**src/rtl/cmp_out_pkg.sv**
```systemverilog
package cmp_out_pkg;

    localparam int MODE_W = 2;

    // Mode field encoding; names follow the non-PWM meaning
    typedef enum logic [MODE_W-1:0] {
        MD_OFF = 2'b00,
        MD_TGL = 2'b01,
        MD_CLR = 2'b10,
        MD_SET = 2'b11
    } cmp_mode_e;

    typedef enum logic [1:0] {
        ACT_HOLD   = 2'd0,
        ACT_TOGGLE = 2'd1,
        ACT_CLEAR  = 2'd2,
        ACT_SET    = 2'd3
    } cmp_act_e;

    typedef struct packed {
        logic match;
        logic bottom;
        logic frc;
        logic pwm;
    } cmp_strobe_t;

    function automatic cmp_act_e nonpwm_action(input cmp_mode_e m);
        case (m)
            MD_TGL:  return ACT_TOGGLE;
            MD_CLR:  return ACT_CLEAR;
            MD_SET:  return ACT_SET;
            default: return ACT_HOLD;
        endcase
    endfunction

    // at_match = 1 for the match event, 0 for the bottom event
    function automatic cmp_act_e pwm_action(input cmp_mode_e m, input logic at_match);
        case (m)
            MD_CLR:  return at_match ? ACT_CLEAR : ACT_SET;
            MD_SET:  return at_match ? ACT_SET : ACT_CLEAR;
            default: return ACT_HOLD;
        endcase
    endfunction

    function automatic logic apply_action(input cmp_act_e a, input logic q);
        case (a)
            ACT_TOGGLE: return ~q;
            ACT_CLEAR:  return 1'b0;
            ACT_SET:    return 1'b1;
            default:    return q;
        endcase
    endfunction

endpackage

```
**src/rtl/cmp_action_dec.sv**
```systemverilog
module cmp_action_dec
    import cmp_out_pkg::*;
(
    input  logic        clk,
    input  logic        rst,
    input  cmp_strobe_t stb,
    input  cmp_mode_e   mode,
    output cmp_act_e    act
);

    logic nonpwm_evt;

    assign nonpwm_evt = stb.match | stb.frc;

    always_comb begin
        act = ACT_HOLD;
        if (!stb.pwm) begin
            if (nonpwm_evt) begin
                act = nonpwm_action(mode);
            end
        end else if (stb.match) begin
            act = pwm_action(mode, 1'b1);
        end else if (stb.bottom) begin
            act = pwm_action(mode, 1'b0);
        end
    end


    force_ignored_pwm_chk: assert property (@(posedge clk) disable iff (rst)
        (stb.pwm && stb.frc && !stb.match && !stb.bottom) |-> (act == ACT_HOLD));


    bottom_ignored_nonpwm_chk: assert property (@(posedge clk) disable iff (rst)
        (!stb.pwm && stb.bottom && !stb.match && !stb.frc) |-> (act == ACT_HOLD));

endmodule

```
**src/rtl/cmp_state_reg.sv**
```systemverilog
module cmp_state_reg
    import cmp_out_pkg::*;
#(
    parameter logic RESET_LEVEL = 1'b0
) (
    input  logic     clk,
    input  logic     rst,
    input  cmp_act_e act,
    output logic     q
);

    always_ff @(posedge clk) begin
        if (rst) begin
            q <= RESET_LEVEL;
        end else begin
            q <= apply_action(act, q);
        end
    end


    hold_stable_chk: assert property (@(posedge clk) disable iff (rst)
        (act == ACT_HOLD) |=> $stable(q));


    toggle_flip_chk: assert property (@(posedge clk) disable iff (rst)
        (act == ACT_TOGGLE) |=> (q != $past(q)));

endmodule

```
**src/rtl/cmp_pin_mux.sv**
```systemverilog
module cmp_pin_mux
    import cmp_out_pkg::*;
(
    input  cmp_mode_e mode,
    input  logic      state,
    input  logic      port_data,
    input  logic      port_dir,
    output logic      pin_out,
    output logic      pin_oe
);

    logic override_on;

    assign override_on = (mode != MD_OFF);

    always_comb begin
        pin_out = override_on ? state : port_data;
        pin_oe  = port_dir;
    end

endmodule

```
**src/rtl/cmp_out_unit.sv**
```systemverilog
module cmp_out_unit
    import cmp_out_pkg::*;
(
    input  logic              clk,
    input  logic              rst,
    input  logic              match_i,
    input  logic              bottom_i,
    input  logic              force_i,
    input  logic [MODE_W-1:0] cmp_mode_i,
    input  logic              pwm_sel_i,
    input  logic              port_data_i,
    input  logic              port_dir_i,
    output logic              pin_out_o,
    output logic              pin_oe_o
);

    cmp_strobe_t stb;
    cmp_mode_e   mode;
    cmp_act_e    act;
    logic        state_q;

    assign stb  = '{match: match_i, bottom: bottom_i, frc: force_i, pwm: pwm_sel_i};
    assign mode = cmp_mode_e'(cmp_mode_i);

    cmp_action_dec u_dec (
        .clk  (clk),
        .rst  (rst),
        .stb  (stb),
        .mode (mode),
        .act  (act)
    );

    cmp_state_reg #(.RESET_LEVEL(1'b0)) u_state (
        .clk (clk),
        .rst (rst),
        .act (act),
        .q   (state_q)
    );

    cmp_pin_mux u_mux (
        .mode      (mode),
        .state     (state_q),
        .port_data (port_data_i),
        .port_dir  (port_dir_i),
        .pin_out   (pin_out_o),
        .pin_oe    (pin_oe_o)
    );


    reset_clears_chk: assert property (@(posedge clk)
        rst |=> !state_q);


    pwm_clr_match_chk: assert property (@(posedge clk) disable iff (rst)
        (pwm_sel_i && match_i && cmp_mode_i == 2'b10) |=> !state_q);


    pwm_match_wins_chk: assert property (@(posedge clk) disable iff (rst)
        (pwm_sel_i && match_i && bottom_i && cmp_mode_i == 2'b11) |=> state_q);

endmodule

```
**config.mk**
```make
export PLATFORM = sky130hd
export DESIGN_NAME = cmp_out_unit
export DESIGN_NICKNAME = d
export VERILOG_FILES = /design/src/rtl/cmp_out_pkg.sv /design/src/rtl/cmp_action_dec.sv /design/src/rtl/cmp_state_reg.sv /design/src/rtl/cmp_pin_mux.sv /design/src/rtl/cmp_out_unit.sv
export SDC_FILE = /design/constraint.sdc
export NUM_CORES = 1
export LEC_CHECK = 0
export BUFFER_PORTS_ARGS = -buffer_cell sky130_fd_sc_hd__buf_2
export CAP_MARGIN = 40
export CELL_PAD_IN_SITES_DETAIL_PLACEMENT = 0
export CELL_PAD_IN_SITES_GLOBAL_PLACEMENT = 1
export CORE_AREA = 10 10 47 49
export DETAILED_ROUTE_END_ITERATION = 7
export DIE_AREA = 0 0 57 59
export PLACE_DENSITY_LB_ADDON = 0.1
export SYNTH_ARGS = -nofsm -noshare
export SYNTH_HDL_FRONTEND = slang
export SYNTH_SLANG_ARGS = --single-unit
```
**constraint.sdc**
```tcl
create_clock -name clk -period 1 [get_ports clk]
set_clock_uncertainty 0.1 [all_clocks]
set_input_delay 0.2 -clock clk [delete_from_list [all_inputs] [get_ports clk]]
set_output_delay 0.2 -clock clk [all_outputs]
set_load 0.01 [all_outputs]
```
==> results of run 1 <==
## cell usage after synthesis, drive strengths merged
library cell / instances / area, um2
nor3b: 1 / 7.51
buf: 1 / 7.51
nor2: 2 / 7.51
a211oi: 1 / 7.51
mux2: 2 / 26.3
o21ai: 1 / 8.76
nand2: 1 / 3.75
nor3: 1 / 10.0
o211a: 1 / 10.0
nand4bb: 1 / 11.3
dfxtp: 1 / 20.0
a21boi: 1 / 7.51
## routing by layer
layer  global-route usage [%]  vias to the layer above  share of wire [%]
met4                        0                        0                  0
met2                     4.34                       10                 47
li1                         -                       75                  -
met3                    0.858                        0                7.4
met1                     3.78                       72                 46
met5                        0                        -                  0
## worst max-delay path, stage by stage
cell and delay, ns:
buf_8 0.10, mux2_4 0.30, o21ai_2 0.14, o211a_1 0.17, nor3_2 0.03
## power by group through the flow
| stage | Combinational [mW] | Sequential, mW | Clock (mW) |
|---|---|---|---|
| floorplan | 0.0355 | 0.0460 | 0 |
| global placement | 0.0667 | 0.0470 | 0 |
| detailed placement | 0.0664 | 0.0469 | 0 |
| CTS | 0.0871 | 0.0470 | 0 |
| global route | 0.105 | 0.0482 | 0 |
| finish | 0.0975 | 0.0475 | 0 |
## layout make-up
cell class / instances / area [um2] / area share (%)
timing repair buffer: 12 / 96.3 / 36.8
sequential: 1 / 20.0 / 7.66
tap: 16 / 20.0 / 7.66
multi-input combinational: 12 / 125 / 47.8
## cell families after synthesis
family                 count (synthesis)  share of synthesized area [%]
muxes                                  2                           20.6
DFF                                    1                           15.7
and+or+nand+nor                        6                           31.4
AOI/OAI and AO/OA                      4                           26.5
buffers and inverters                  1                           5.88
## repair_timing
item | 4_1_cts | 5_1_grt
buffers inserted | 0 | 1
pin swaps | 2 | 3
resized for setup | 9 | 4
endpoints found under the setup margin | 2 | 2
## stage by stage
step / hold slack [ns] / setup TNS (ns) / utilization [%]
floorplan: 0.169 / -0.00874 / -
global placement: 0.269 / -0.436 / 14.3
detailed placement: 0.277 / -0.399 / 14.3
CTS: 0.276 / -0.297 / 16.9
global route: 0.289 / -0.342 / 18.7
finish: 0.276 / -0.287 / 18.7
## path summary, 6_finish.rpt
check | slack [ns] | from | cells after the start | to
worst max-delay path | -0.17 | pwm_sel_i | 5 | u_state.q
worst min-delay path | 0.28 | rst | 2 | u_state.q
worst max register to register | 0.16 | u_state.q | 2 | u_state.q
worst min register to register | 0.48 | u_state.q | 2 | u_state.q
==> flow_metrics.tcl, run 1 <==
set metrics [dict create \
    dpl_cell_area_um2 200 \
    routabilityCongestion 0.663 \
    path_class "input port to flop" \
    grt_pass1_vias 161 \
    p_seq_share_pct 32.8 \
    routed_wl_um 515 \
    slew_viol_final 0 \
    p_clk_share_pct 0 \
    setup_viol 2 \
    final_common_cell "buf_2" \
    power.total_uw 145 \
    violations "negative setup slack" \
    yosysSeqAreaShare_pct 15.7 \
    top_register "u_state.q" \
    hold_violations 0 \
    clk_latency_ns 0 \
    power_switching_uw 38.9 \
    p_per_area_mw_per_mm2 554 \
    synth.net_count 24 \
    rows 14 \
    track_usage_pct 2.76 \
    worst_pin_slew_ns 0.209 \
    largest_register_ffs 1 \
    syn_inst 14 \
    antenna_found_initial 0 \
    core_area_mm2 0.00140 \
    grt-ovfl-total 0 \
    grt_pass1_wl_um 807 \
    p_leak_nw 0.118 \
    die-width_um 57 \
    nFillCells 177 \
    io_pins 12 \
    syn_to_final_growth_pct 105 \
    maxCapViolations 0 \
    drtAntennaViolNets 0 \
    drt_iter0_drc 0 \
    layout.nets 37 \
    vias 157 \
    fin_cells 41 \
    dr.pass1.iters 1 \
    worstSetupEndpointType "flop" \
    pwr-share-comb_pct 67.2 \
    min_period_ns 1.17 \
    pre_cts_ws_ns -0.209 \
    synth_warnings 0 \
    internal_power_uw 106 \
    switching_share_pct 26.8 \
    ctsHoldBuffers 0 \
    start_kind "input port" \
    wire_per_inst_um 12.6 \
    status "complete, but fails checks" \
    grt_max_degree 5 \
    netlist_area_um2 128 \
    synth_seq_cells 1 \
    fin_ws_ns -0.167 \
    hold_class "input port to flop" \
    yosysUniqueCellTypes 13 \
    die_h_um 59 \
    die_area_mm2 0.00336 \
    fmax_mhz 857 \
    slew_headroom_pct 86.0 \
    cp.arrival_ns 0.94 \
    drive_gt1_share_pct 80.0 \
    period_share_pct 117 \
    cts.clk_slew.worst_paths_ns 0 \
    layout_common_cells "5 x buf_2, 3 x buf_6, 3 x buf_4" \
    drc 0 \
    diodes 0 \
    finish.instance_area_um2 262 \
    cp.required_ns 0.78 \
    portBuffers 9 \
    worstPathMaxFanout 3 \
    syn_area_per_cell_um2 9.12 \
    hpwl_um 421 \
    vias_per_cell 3.83 \
    top_regs "u_state.q x1" \
    max-vdd-ir-drop_mv 0.211 \
    dp.cells 40 \
    initial_utilization_pct 9.11 \
    rsz0062_at_grt "yes" \
]
(Power assumes the default switching activity.)
==> inputs of run 2 (changes only) <==
CELL_PAD_IN_SITES_DETAIL_PLACEMENT = 1   (was 0)
CORE_AREA = 5 5 42 44   (was 10 10 47 49)
DIE_AREA = 0 0 47 49   (was 0 0 57 59)
RECOVER_POWER = 50   (was default)
==> flow_metrics.tcl, run 2 (synthesized netlist as in run 1, its figures left out) <==
set metrics [dict create \
    p_leak_nw 0.116 \
    vias_per_cell 3.88 \
    reg2regPathDepth 2 \
    violations "negative setup slack" \
    die_area_mm2 0.00230 \
    postCtsSetupRepairBufs 0 \
    rrSetupSlack_ns 0.19 \
    wire_per_inst_um 11.1 \
    p_seq_share_pct 32.3 \
    p_clk_share_pct 0 \
    cts.clk_slew.worst_paths_ns 0 \
    routabilityCongestion 0.745 \
    r2r_start "u_state.q" \
    io_pins 12 \
    timing.hold.ws_ns 0.272 \
    layout_common_cells "4 x buf_2, 4 x buf_6, 2 x mux2_4, 2 x buf_4" \
    clk_latency_ns 0 \
    worstPathMaxFanout 3 \
    power_switching_uw 40.4 \
    slew_viol_final 0 \
    drtAntennaViolNets 0 \
    status "complete, but fails checks" \
    rr_endpoint "u_state.q" \
    worst_pin_slew_ns 0.210 \
    grt_pass1_vias 163 \
    syn_to_final_growth_pct 110 \
    hold_violations 0 \
    rows 14 \
    drive_gt1_share_pct 79.2 \
    die_h_um 49 \
    p_per_area_mw_per_mm2 552 \
    internal_power_uw 107 \
    worstHoldStart "rst" \
    min_period_ns 1.16 \
    slew_headroom_pct 85.9 \
    drt_iter0_drc 2 \
    portBuffers 9 \
    cp.required_ns 0.78 \
    nFillCells 169 \
    track_usage_pct 3.51 \
    ctsHoldBuffers 0 \
    routed_wl_um 443 \
    vias 155 \
    fin_ws_ns -0.161 \
    dr.pass1.iters 2 \
    switching_share_pct 27.4 \
    pwr-share-comb_pct 67.7 \
    maxCapViolations 0 \
    diodes 0 \
    hold-path-endpoint "u_state.q" \
    die-width_um 47 \
    antenna_found_initial 0 \
    grt_pass1_wl_um 648 \
    period_share_pct 116 \
    layout.nets 36 \
    core_area_mm2 0.00140 \
    worstSetupEndpointType "flop" \
    cp.arrival_ns 0.94 \
    grt-ovfl-total 0 \
    initial_utilization_pct 9.11 \
    setup_viol 2 \
    max-vdd-ir-drop_mv 0.260 \
    grt_max_degree 5 \
    drc 0 \
    top_regs "u_state.q x1" \
    path_class "input port to flop" \
    fmax_mhz 862 \
    rsz0062_at_grt "yes" \
    top_register "u_state.q" \
    finalSetupTns_ns -0.281 \
    whs_path_depth 2 \
    largest_register_ffs 1 \
    start_kind "input port" \
    hold_class "input port to flop" \
]
==> run 2: power by group through the flow <==
stage	combinational, mW	sequential [mW]	clock [mW]
global route	0.106	0.0483	0
finish	0.100	0.0477	0
floorplan	0.0355	0.0460	0
CTS	0.0950	0.0478	0
global placement	0.0669	0.0470	0
detailed placement	0.0674	0.0471	0
==> run 2: worst max-delay path by stage <==
stage | start | end | slack [ns]
detailed placement | cmp_mode_i[0] | pin_out_o | -0.22
CTS | pwm_sel_i | u_state.q | -0.19
floorplan | pwm_sel_i | u_state.q | -0.009
finish | pwm_sel_i | u_state.q | -0.16
global route | pwm_sel_i | u_state.q | -0.19
global placement | match_i | u_state.q | -0.22
==> run 2: cell type report <==
cell class	count	area [um2]	share of cell area, %
multi-input cells	12	133	49.5
repair buffers	11	95.1	35.5
flip-flops and latches	1	20.0	7.48
well taps	16	20.0	7.48
==> run 2: metrics by stage <==
| stage | area (um2) | utilization, % | total power [mW] | std cells | setup slack (ns) |
|---|---|---|---|---|---|
| 6_report | 268 | 19.1 | 0.148 | 40 | -0.161 |
| 5_1_grt | 268 | 19.1 | 0.155 | 40 | -0.188 |
| 4_1_cts | 249 | 17.8 | 0.143 | 40 | -0.193 |
| 3_5_place_dp | 200 | 14.3 | 0.115 | 40 | -0.224 |
| 3_3_place_gp | 200 | 14.3 | 0.114 | 40 | -0.223 |
| 2_1_floorplan | 128 | - | 0.0815 | 14 | -0.00874 |
==> run 2: timing repair <==
item,4_1_cts,5_1_grt
resized for setup,12,5
pin swaps,2,1
setup endpoints to repair,2,2
==> run 2: metal layers <==
metal / GRT usage [%] / part of all wire [%]
met1: 3.49 / 34
met2: 7.01 / 49
met3: 1.11 / 16
met4: 0 / 0
met5: 0 / 0
==> run 2: worst max-delay path: stages <==
cell	delay, ns
buf_6	0.10
mux2_4	0.30
o21ai_4	0.14
o211a_1	0.17
nor3_2	0.04
==> inputs of run 3 (changes only) <==
PLACE_DENSITY = 0.45   (was default)
PLACE_DENSITY_LB_ADDON = default   (was 0.1)
RECOVER_POWER = 100   (was 50)
==> flow_metrics.tcl, run 3 (synthesized netlist as in run 1, its figures left out) <==
set metrics [dict create \
    rsz0062_at_grt "yes" \
    worst_pin_slew_ns 0.217 \
    worstPathMaxFanout 3 \
    layout.nets 36 \
    top_regs "u_state.q x1" \
    layout_common_cells "5 x buf_2, 2 x mux2_4, 2 x buf_8, 2 x buf_6, 2 x buf_4" \
    path_class "input port to flop" \
    track_usage_pct 4.63 \
    drtAntennaViolNets 0 \
    pwr-share-comb_pct 68.2 \
    die-width_um 47 \
    dp.cells 40 \
    p_leak_nw 0.116 \
    io_pins 12 \
    dpl_cell_area_um2 200 \
    violations "negative setup slack" \
    initial_utilization_pct 9.11 \
    drc 0 \
    power_switching_uw 42.2 \
    switching_share_pct 28.3 \
    grt_pass1_wl_um 828 \
    final_common_cell "buf_2" \
    slew_headroom_pct 85.5 \
    antenna_found_initial 0 \
    p_clk_share_pct 0 \
    fin_cells 40 \
    cp.required_ns 0.78 \
    start_kind "input port" \
    die_h_um 49 \
    drive_gt1_share_pct 79.2 \
    portBuffers 9 \
    fmax_mhz 850 \
    diodes 0 \
    clk_latency_ns 0 \
    maxCapViolations 0 \
    status "complete, but fails checks" \
    period_share_pct 118 \
    power.total_uw 149 \
    max-vdd-ir-drop_mv 0.218 \
    drt_iter0_drc 1 \
    grt_pass1_vias 203 \
    final_core_util_pct 18.9 \
    largest_register_ffs 1 \
    grt_max_degree 5 \
    fin_ws_ns -0.176 \
    p_seq_share_pct 31.8 \
    rrSetupSlack_ns 0.21 \
    p_per_area_mw_per_mm2 561 \
    rows 14 \
    slew_viol_final 0 \
    syn_to_final_growth_pct 108 \
    top_register "u_state.q" \
    vias 158 \
    routed_wl_um 492 \
    timing.hold.ws_ns 0.275 \
    setup_viol 2 \
    die_area_mm2 0.00230 \
    cts.clk_slew.worst_paths_ns 0 \
    internal_power_uw 107 \
    vias_per_cell 3.95 \
    min_period_ns 1.18 \
    finish.instance_area_um2 265 \
    hold_violations 0 \
    core_area_mm2 0.00140 \
    routabilityCongestion 0.635 \
    dr.pass1.iters 3 \
    grt-ovfl-total 0 \
    hold_class "input port to flop" \
    worstSetupEndpointType "flop" \
    cp.arrival_ns 0.96 \
    postCtsSetupRepairBufs 0 \
    wire_per_inst_um 12.3 \
]
run 3: changes by cell type in the layout (fill, tap and decap cells not counted):
cell and delta:
buf_8 +1, buf_6 -2, buf_2 +1
run 3: repair_timing:
item	CTS	global route
endpoints found under the hold margin	0	0
gates resized for setup	6	10
pin swaps	1	1
setup endpoints to repair	2	2
hold buffers	0	0
run 3: layout make-up:
cell class	count	area (um2)
fillers	169	1140
flip-flops and latches	1	20.0
well taps	16	20.0
repair buffers	11	92.6
multi-input cells	12	133
run 3: through the flow:
stage	setup TNS [ns]	worst slack, ns
after detailed placement	-0.413	-0.207
after floorplan	-0.00874	-0.00874
after global routing	-0.373	-0.224
after global placement	-0.374	-0.194
after CTS	-0.347	-0.177
final	-0.308	-0.176
run 3: final timing paths:
check	from	end	depth (start not counted)
min	rst	u_state.q	2
max	pwm_sel_i	u_state.q	5
max reg2reg	u_state.q	u_state.q	2
min reg2reg	u_state.q	u_state.q	2
run 3: power groups by stage:
| stage | combinational [mW] | clock [mW] | sequential [mW] |
|---|---|---|---|
| 2_1_floorplan | 0.0355 | 0 | 0.0460 |
| 6_report | 0.101 | 0 | 0.0473 |
| 3_5_place_dp | 0.0679 | 0 | 0.0466 |
| 3_3_place_gp | 0.0658 | 0 | 0.0464 |
| 4_1_cts | 0.0835 | 0 | 0.0474 |
| 5_1_grt | 0.111 | 0 | 0.0475 |
run 3: worst max-delay path, stage by stage:
cell	delay, ns
buf_8	0.10
mux2_4	0.31
o21ai_4	0.14
o211a_1	0.17
nor3_2	0.04
run 3: metal layers:
layer,GRT usage [%],routed length [um],up-vias
li1,-,-,73
met1,6.75,200,71
met2,7.01,226,12
met3,0,48,2
met4,1.84,17,0
met5,0,0,-
